$ cat config.mk
export PLATFORM = sky130hd
export DESIGN_NAME = ddr_pwr_ctrl
export DESIGN_NICKNAME = d
export VERILOG_FILES = /design/src/rtl/ddr_pwr_pkg.sv /design/src/rtl/flag_sync.sv /design/src/rtl/pwr_state_dec.sv /design/src/rtl/pgood_hold.sv /design/src/rtl/ddr_pwr_ctrl.sv
export SDC_FILE = /design/constraint.sdc
export NUM_CORES = 1
export LEC_CHECK = 0
export BUFFER_PORTS_ARGS = -buffer_cell sky130_fd_sc_hd__clkbuf_2
export CAP_MARGIN = 20
export CORE_MARGIN = 2
export CORE_UTILIZATION = 45
export DETAILED_ROUTE_END_ITERATION = 10
export MAX_ROUTING_LAYER = met4
export SYNTH_ARGS = -nofsm -noshare
export SYNTH_HDL_FRONTEND = slang
export SYNTH_HIERARCHICAL = 1
export SYNTH_SLANG_ARGS = --single-unit
$ cat constraint.sdc
create_clock -name clk -period 4.05 [get_ports clk]
set_clock_uncertainty 0.1 [all_clocks]
set_input_delay 0.405 -clock clk [delete_from_list [all_inputs] [get_ports clk]]
set_output_delay 0.405 -clock clk [all_outputs]
set_load 0.02 [all_outputs]
$ cat src/rtl/ddr_pwr_pkg.sv
package ddr_pwr_pkg;

  typedef enum logic [1:0] {
    ST_OFF  = 2'b00,
    ST_ON   = 2'b01,
    ST_STBY = 2'b10
  } pwr_state_t;

  // Flag positions in the synchronised vector
  localparam int F_REQ    = 0;
  localparam int F_SOK    = 1;
  localparam int F_MOK    = 2;
  localparam int F_DUTY   = 3;
  localparam int F_MREG   = 4;
  localparam int F_TREG   = 5;
  localparam int N_FLAGS  = 6;

  // Next-state decode from the supply-monitor truth table
  function automatic pwr_state_t next_state(
    input pwr_state_t cur,
    input logic req, input logic sok, input logic mok, input logic duty
  );
    pwr_state_t nxt;
    if (!sok)            nxt = ST_OFF;
    else if (!req)       nxt = mok ? ST_ON : ST_OFF;
    else begin
      case (cur)
        ST_ON:   nxt = (mok && !duty) ? ST_ON : ST_STBY;
        ST_STBY: nxt = ST_STBY;
        default: nxt = ST_OFF;
      endcase
    end
    return nxt;
  endfunction

  // Saturating hold counter step
  function automatic int unsigned hold_step(
    input int unsigned cnt, input logic qual, input int unsigned limit
  );
    if (!qual)             return 0;
    else if (cnt >= limit) return limit;
    else                   return cnt + 1;
  endfunction

endpackage

$ cat src/rtl/flag_sync.sv
module flag_sync #(
  parameter int WIDTH = 6
) (
  input  logic             clk,
  input  logic             rst_n,
  input  logic [WIDTH-1:0] d_async,
  output logic [WIDTH-1:0] q_sync
);

  generate
    for (genvar i = 0; i < WIDTH; i++) begin : g_bit
      logic meta_q, stab_q;
      always_ff @(posedge clk or negedge rst_n) begin
        if (!rst_n) begin
          meta_q <= 1'b0;
          stab_q <= 1'b0;
        end else begin
          meta_q <= d_async[i];
          stab_q <= meta_q;
        end
      end
      assign q_sync[i] = stab_q;
    end
  endgenerate

endmodule

$ cat src/rtl/pwr_state_dec.sv
module pwr_state_dec
  import ddr_pwr_pkg::*;
(
  input  logic       clk,
  input  logic       rst_n,
  input  logic       req_s,
  input  logic       sok_s,
  input  logic       mok_s,
  input  logic       duty_s,
  output pwr_state_t state,
  output logic       leave_off
);

  pwr_state_t state_q, prev_q;

  always_ff @(posedge clk or negedge rst_n) begin
    if (!rst_n) begin
      state_q <= ST_OFF;
      prev_q  <= ST_OFF;
    end else begin
      state_q <= next_state(state_q, req_s, sok_s, mok_s, duty_s);
      prev_q  <= state_q;
    end
  end

  assign state     = state_q;
  assign leave_off = (prev_q == ST_OFF) && (state_q != ST_OFF);


  stby_lost_chk: assert property (@(posedge clk) disable iff (!rst_n)
    !sok_s |=> state_q == ST_OFF);


  duty_escape_chk: assert property (@(posedge clk) disable iff (!rst_n)
    (state_q == ST_ON && sok_s && req_s && duty_s) |=> state_q == ST_STBY);


  stby_hold_chk: assert property (@(posedge clk) disable iff (!rst_n)
    (state_q == ST_STBY && sok_s && req_s) |=> state_q == ST_STBY);

endmodule

$ cat src/rtl/pgood_hold.sv
module pgood_hold
  import ddr_pwr_pkg::*;
#(
  parameter int unsigned HOLD_CYC = 40000
) (
  input  logic clk,
  input  logic rst_n,
  input  logic qual,
  output logic release_ok
);

  localparam int CW = $clog2(HOLD_CYC + 1);
  localparam logic [CW-1:0] LIMIT = CW'(HOLD_CYC);

  logic [CW-1:0] cnt_q;

  always_ff @(posedge clk or negedge rst_n) begin
    if (!rst_n) cnt_q <= '0;
    else        cnt_q <= CW'(hold_step(int'(cnt_q), qual, HOLD_CYC));
  end

  assign release_ok = qual && (cnt_q == LIMIT);


  hold_restart_chk: assert property (@(posedge clk) disable iff (!rst_n)
    !qual |=> cnt_q == '0);


  hold_bound_chk: assert property (@(posedge clk) disable iff (!rst_n)
    cnt_q <= LIMIT);

endmodule

$ cat src/rtl/ddr_pwr_ctrl.sv
module ddr_pwr_ctrl
  import ddr_pwr_pkg::*;
#(
  parameter int unsigned HOLD_CYC = 40000
) (
  input  logic       clk,
  input  logic       rst_n,
  input  logic       stby_req,
  input  logic       stby_ok,
  input  logic       main_ok,
  input  logic       duty_max,
  input  logic       main_inreg,
  input  logic       term_inreg,
  output logic [1:0] pwr_state,
  output logic       main_sw_en,
  output logic       stby_sw_en,
  output logic       term_en,
  output logic       softstart,
  output logic       fault_clr,
  output logic       pgood_pd
);

  logic [N_FLAGS-1:0] flags_a, flags_s;
  pwr_state_t         state;
  logic               leave_off;
  logic               both_inreg;
  logic               hold_qual;
  logic               hold_done;

  assign flags_a[F_REQ]  = stby_req;
  assign flags_a[F_SOK]  = stby_ok;
  assign flags_a[F_MOK]  = main_ok;
  assign flags_a[F_DUTY] = duty_max;
  assign flags_a[F_MREG] = main_inreg;
  assign flags_a[F_TREG] = term_inreg;

  flag_sync #(.WIDTH(N_FLAGS)) u_sync (
    .clk     (clk),
    .rst_n   (rst_n),
    .d_async (flags_a),
    .q_sync  (flags_s)
  );

  pwr_state_dec u_dec (
    .clk       (clk),
    .rst_n     (rst_n),
    .req_s     (flags_s[F_REQ]),
    .sok_s     (flags_s[F_SOK]),
    .mok_s     (flags_s[F_MOK]),
    .duty_s    (flags_s[F_DUTY]),
    .state     (state),
    .leave_off (leave_off)
  );

  assign both_inreg = flags_s[F_MREG] && flags_s[F_TREG];
  assign hold_qual  = (state == ST_ON) && both_inreg;

  pgood_hold #(.HOLD_CYC(HOLD_CYC)) u_hold (
    .clk        (clk),
    .rst_n      (rst_n),
    .qual       (hold_qual),
    .release_ok (hold_done)
  );

  assign pwr_state  = state;
  assign main_sw_en = (state == ST_ON);
  assign stby_sw_en = (state == ST_STBY);
  assign fault_clr  = (state == ST_OFF);
  assign term_en    = (state == ST_ON) && flags_s[F_MREG];
  assign softstart  = leave_off;
  assign pgood_pd   = !hold_done;


  sw_excl_chk: assert property (@(posedge clk) disable iff (!rst_n)
    $onehot0({main_sw_en, stby_sw_en, fault_clr}));


  term_gate_chk: assert property (@(posedge clk) disable iff (!rst_n)
    term_en |-> (pwr_state == 2'b01 && main_sw_en));


  pgood_state_chk: assert property (@(posedge clk) disable iff (!rst_n)
    !pgood_pd |-> (main_sw_en && flags_s[F_MREG] && flags_s[F_TREG]));


  softstart_src_chk: assert property (@(posedge clk) disable iff (!rst_n)
    softstart |=> !softstart);

endmodule

==> metrics.md <==
| Metric | Value |
|---|---|
| Max Fclk | `roughly 0.40 GHz` |
| Yosys top cell area share | `55.80%` |
| Hold crit path type | `input port to async pin` |
| First-pass GRT wire length | `about 4100 µm` |
| Max clock buf depth | `2` |
| Number of global-route vias before repair | `~930` |
| Post_cts resized | `0` |
| Die area | `3657 µm²` |
| TritonCTS clock tree | `done` |
| Mapped Avg Cell Area | `~11 µm²` |
| Clk sinks | `32` |
| Ys Warns | `6` |
| Req. time, crit path | `3.54 ns` |
| Multi-input gate area | `between 500 and 600 µm²` |
| Seq cells post-synth | `32` |
| CP endpoint kind | `primary output` |
| DR iter-0 viols | `52` |
| Cell Pwr Density | `371.5 nW/µm²` |
| Largest area contributor in the netlist | `dfrtp_1` |
| Post-place setup slack | `1.910 ns` |
| # IOs | `16` |
| P_leak | `between 0.6 and 0.7 nW` |
| Critical path type | `flop to primary output` |
| WL per Instance | `11.88 µm` |
| Hold Buf Count CTS | `0` |
| R2R setup slack | `approximately 1.9 ns` |
| Core area | `3053 µm²` |
| Vias per inst | `4.902` |
| Die W | `about 60 µm` |
| Final WL | `2292 µm` |
| Final Setup Violations | `0` |
| Slew HR | `between 40% and 50%` |
| Synthesized net count | `148` |
| Crit path launch type | `flop` |
| Row count | `20` |
| Grt total ovfl | `0` |
| Final Worst Setup Slack | `1.547 ns` |
| Area Overhead vs Synth | `10.11%` |
| DRT Pass-1 Iters | `6` |
| Post-route ant nets | `0` |
| Reg area | `between 800 and 900 µm²` |
| Vert. Die Dim | `60.47 µm` |
| Max_cap viols | `0` |
| Post-CTS setup buffers | `0` |
| RSZ-0062 raised after global routing | `no` |
| Slew Limit Fails | `0` |
| Total number of vias | `946` |
| Placer Congestion | `0.9208` |
| Clock Latency Late Sink | `approximately 0.33 ns` |
| Crit share post-route | `between 60% and 70%` |
| Drt drc | `0` |
| Sequential element share of the synthesized area | `55.80%` |
| Number of antenna violations at the first check in global routing | `0` |
| Largest net degree at the start of global routing | `33` |
| Layout cells sized above 1 | `between 10% and 20%` |
| Actual slew at the worst max-slew pin | `between 0.7 and 0.8 ns` |
| Mapped Cells | `around 140` |
| GRT Total Usage | `15.99%` |
| Synthesized area | `1435 µm²` |
| Crit path time final | `about 2.5 ns` |
| Antenna cells | `0` |
| Effective utilization at floorplan | `47.01%` |
| Largest cells by area after synthesis | `dfrtp_1 (56%), xnor2_1 (6.7%), nor2_1 (5.5%)` |
| PortBufs | `15` |
| Status | `finished, final reports clean` |
| Fin nets | `161` |
| Total negative setup slack | `0 ns` |
| Critical path peak fanout | `5` |
| Fin. Hold Viols | `0` |
| Num CTS Buffers | `5` |
| Synth cell types | `28` |
| Critical path arrival | `2.00 ns` |
| # fillers | `slightly above 300` |
| Clock Pin Slew Worst Setup and Hold Paths | `around 0.11 ns` |
| H-Tree Level Count | `2` |
| Clk Tree Root Cell | `clkbuf_4` |
| Peak VDD IR | `approximately 0.17 mV` |
| Dpl hpwl | `1630 µm` |
-- routing by layer --
metal / global-route usage, % / wire length, µm / vias to the layer above
met5: - / 0 / -
met4: 8.385 / 36 / 0
met3: 6.183 / 128 / 4
met2: 22.20 / 1016 / 20
met1: 20.16 / 1111 / 451
li1: - / - / 471
-- area by class of cell --
type | instances | share of cell area, %
clock buffer | 5 | 2.375
clock inverter | 3 | 2.692
inverter | 9 | 2.138
multi-input combinational | 85 | 33.89
sequential | 32 | 50.67
tap | 44 | 3.484
timing repair buffer | 15 | 4.751
-- kinds of logic (layout without fill, tap and decap cells) --
kind of cell               Yosys count  in the layout  synth area share, %
xor gates and xnor gates            13             13                7.934
DFF                                 32             32                55.80
buffers and inverters               18             32                6.887
adders and majority gates            5              5                4.359
and+or+nand+nor                     56             56                19.36
AOI/OAI and AO/OA                   11             11                5.667
-- stage by stage --
stage          hold WS, ns  total power [W]  utilization [%]  instance area (µm²)  std cells
6_report           0.02184        0.0005871            51.76                 1580        193
5_1_grt            0.04673        0.0006124            51.76                 1580        193
4_1_cts            0.05073        0.0005930            51.76                 1580        193
3_5_place_dp        0.2347        0.0003561            49.14                 1500        185
3_3_place_gp        0.2326        0.0003552            49.14                 1500        185
2_1_floorplan     0.009409        0.0003471                -                 1435        135
-- Yosys cell counts --
| library cell | instances |
|---|---|
| o21ai_0 | 1 |
| buf_4 | 6 |
| and4b_1 | 1 |
| ha_1 | 5 |
| nand2b_1 | 2 |
| a21oi_1 | 2 |
| a21o_1 | 1 |
| nor3_1 | 4 |
| xnor2_1 | 11 |
| nor4b_1 | 1 |
| nand4_1 | 3 |
| buf_2 | 1 |
| and3b_1 | 1 |
| clkbuf_1 | 1 |
| a31oi_1 | 1 |
| nand2_1 | 6 |
| nand3_1 | 8 |
| xor2_1 | 2 |
| nor4_1 | 5 |
| o221ai_2 | 1 |
| a21boi_0 | 5 |
| or3_1 | 1 |
| inv_1 | 9 |
| nor2_1 | 21 |
| or4_1 | 1 |
| buf_6 | 1 |
| nor2b_1 | 2 |
| dfrtp_1 | 32 |
-- where the power goes --
part	internal, W	leakage (nW)	switching [W]
sequential	0.000326	0.418	0.00000322
combinational	0.00000640	0.181	0.0000128
clock	0.000129	0.0412	0.000110
-- worst max-delay path, cell delays in order (launching register included) --
cell and delay [ns]:
dfrtp_1 0.44, or4_1 0.54, or3_1 0.40, nor2_1 0.11, inv_1 0.04, clkbuf_2 0.14
-- layout by cell type, fill, tap and decap left out, types with 3 or more instances in the layout --
| cell type | n |
|---|---|
| a21boi_0 | 5 |
| nor4_1 | 5 |
| nor2_1 | 21 |
| clkbuf_2 | 15 |
| clkbuf_4 | 5 |
| dfrtp_1 | 32 |
| xnor2_1 | 11 |
| nand4_1 | 3 |
| inv_1 | 9 |
| nand2_1 | 6 |
| ha_1 | 5 |
| nor3_1 | 4 |
| nand3_1 | 8 |
-- path summary, 6_finish.rpt --
path                                                   from                                to  cells after the start
max in group asynchronous                             rst_n  u_sync/g_bit[4].meta_q$_DFF_PN0_                      1
max                               u_hold/cnt_q[9]$_DFF_PN0_                          pgood_pd                      5
max reg2reg                       u_hold/cnt_q[9]$_DFF_PN0_         u_hold/cnt_q[3]$_DFF_PN0_                      4
min in group clk                                    main_ok  u_sync/g_bit[2].meta_q$_DFF_PN0_                      1
min reg2reg                u_sync/g_bit[2].meta_q$_DFF_PN0_  u_sync/g_bit[2].stab_q$_DFF_PN0_                      0
min                                                   rst_n          u_dec/state[0]$_DFF_PN0_                      1
-- flip-flops by register name, summed over array words and instances (netlist names) --
signal and count:
u_dec/state 2, u_sync/g_bit.meta_q 6, u_sync/g_bit.stab_q 6, u_dec/prev_q 2, u_hold/cnt_q 16
No activity file was read; power rests on OpenSTA's default activity.
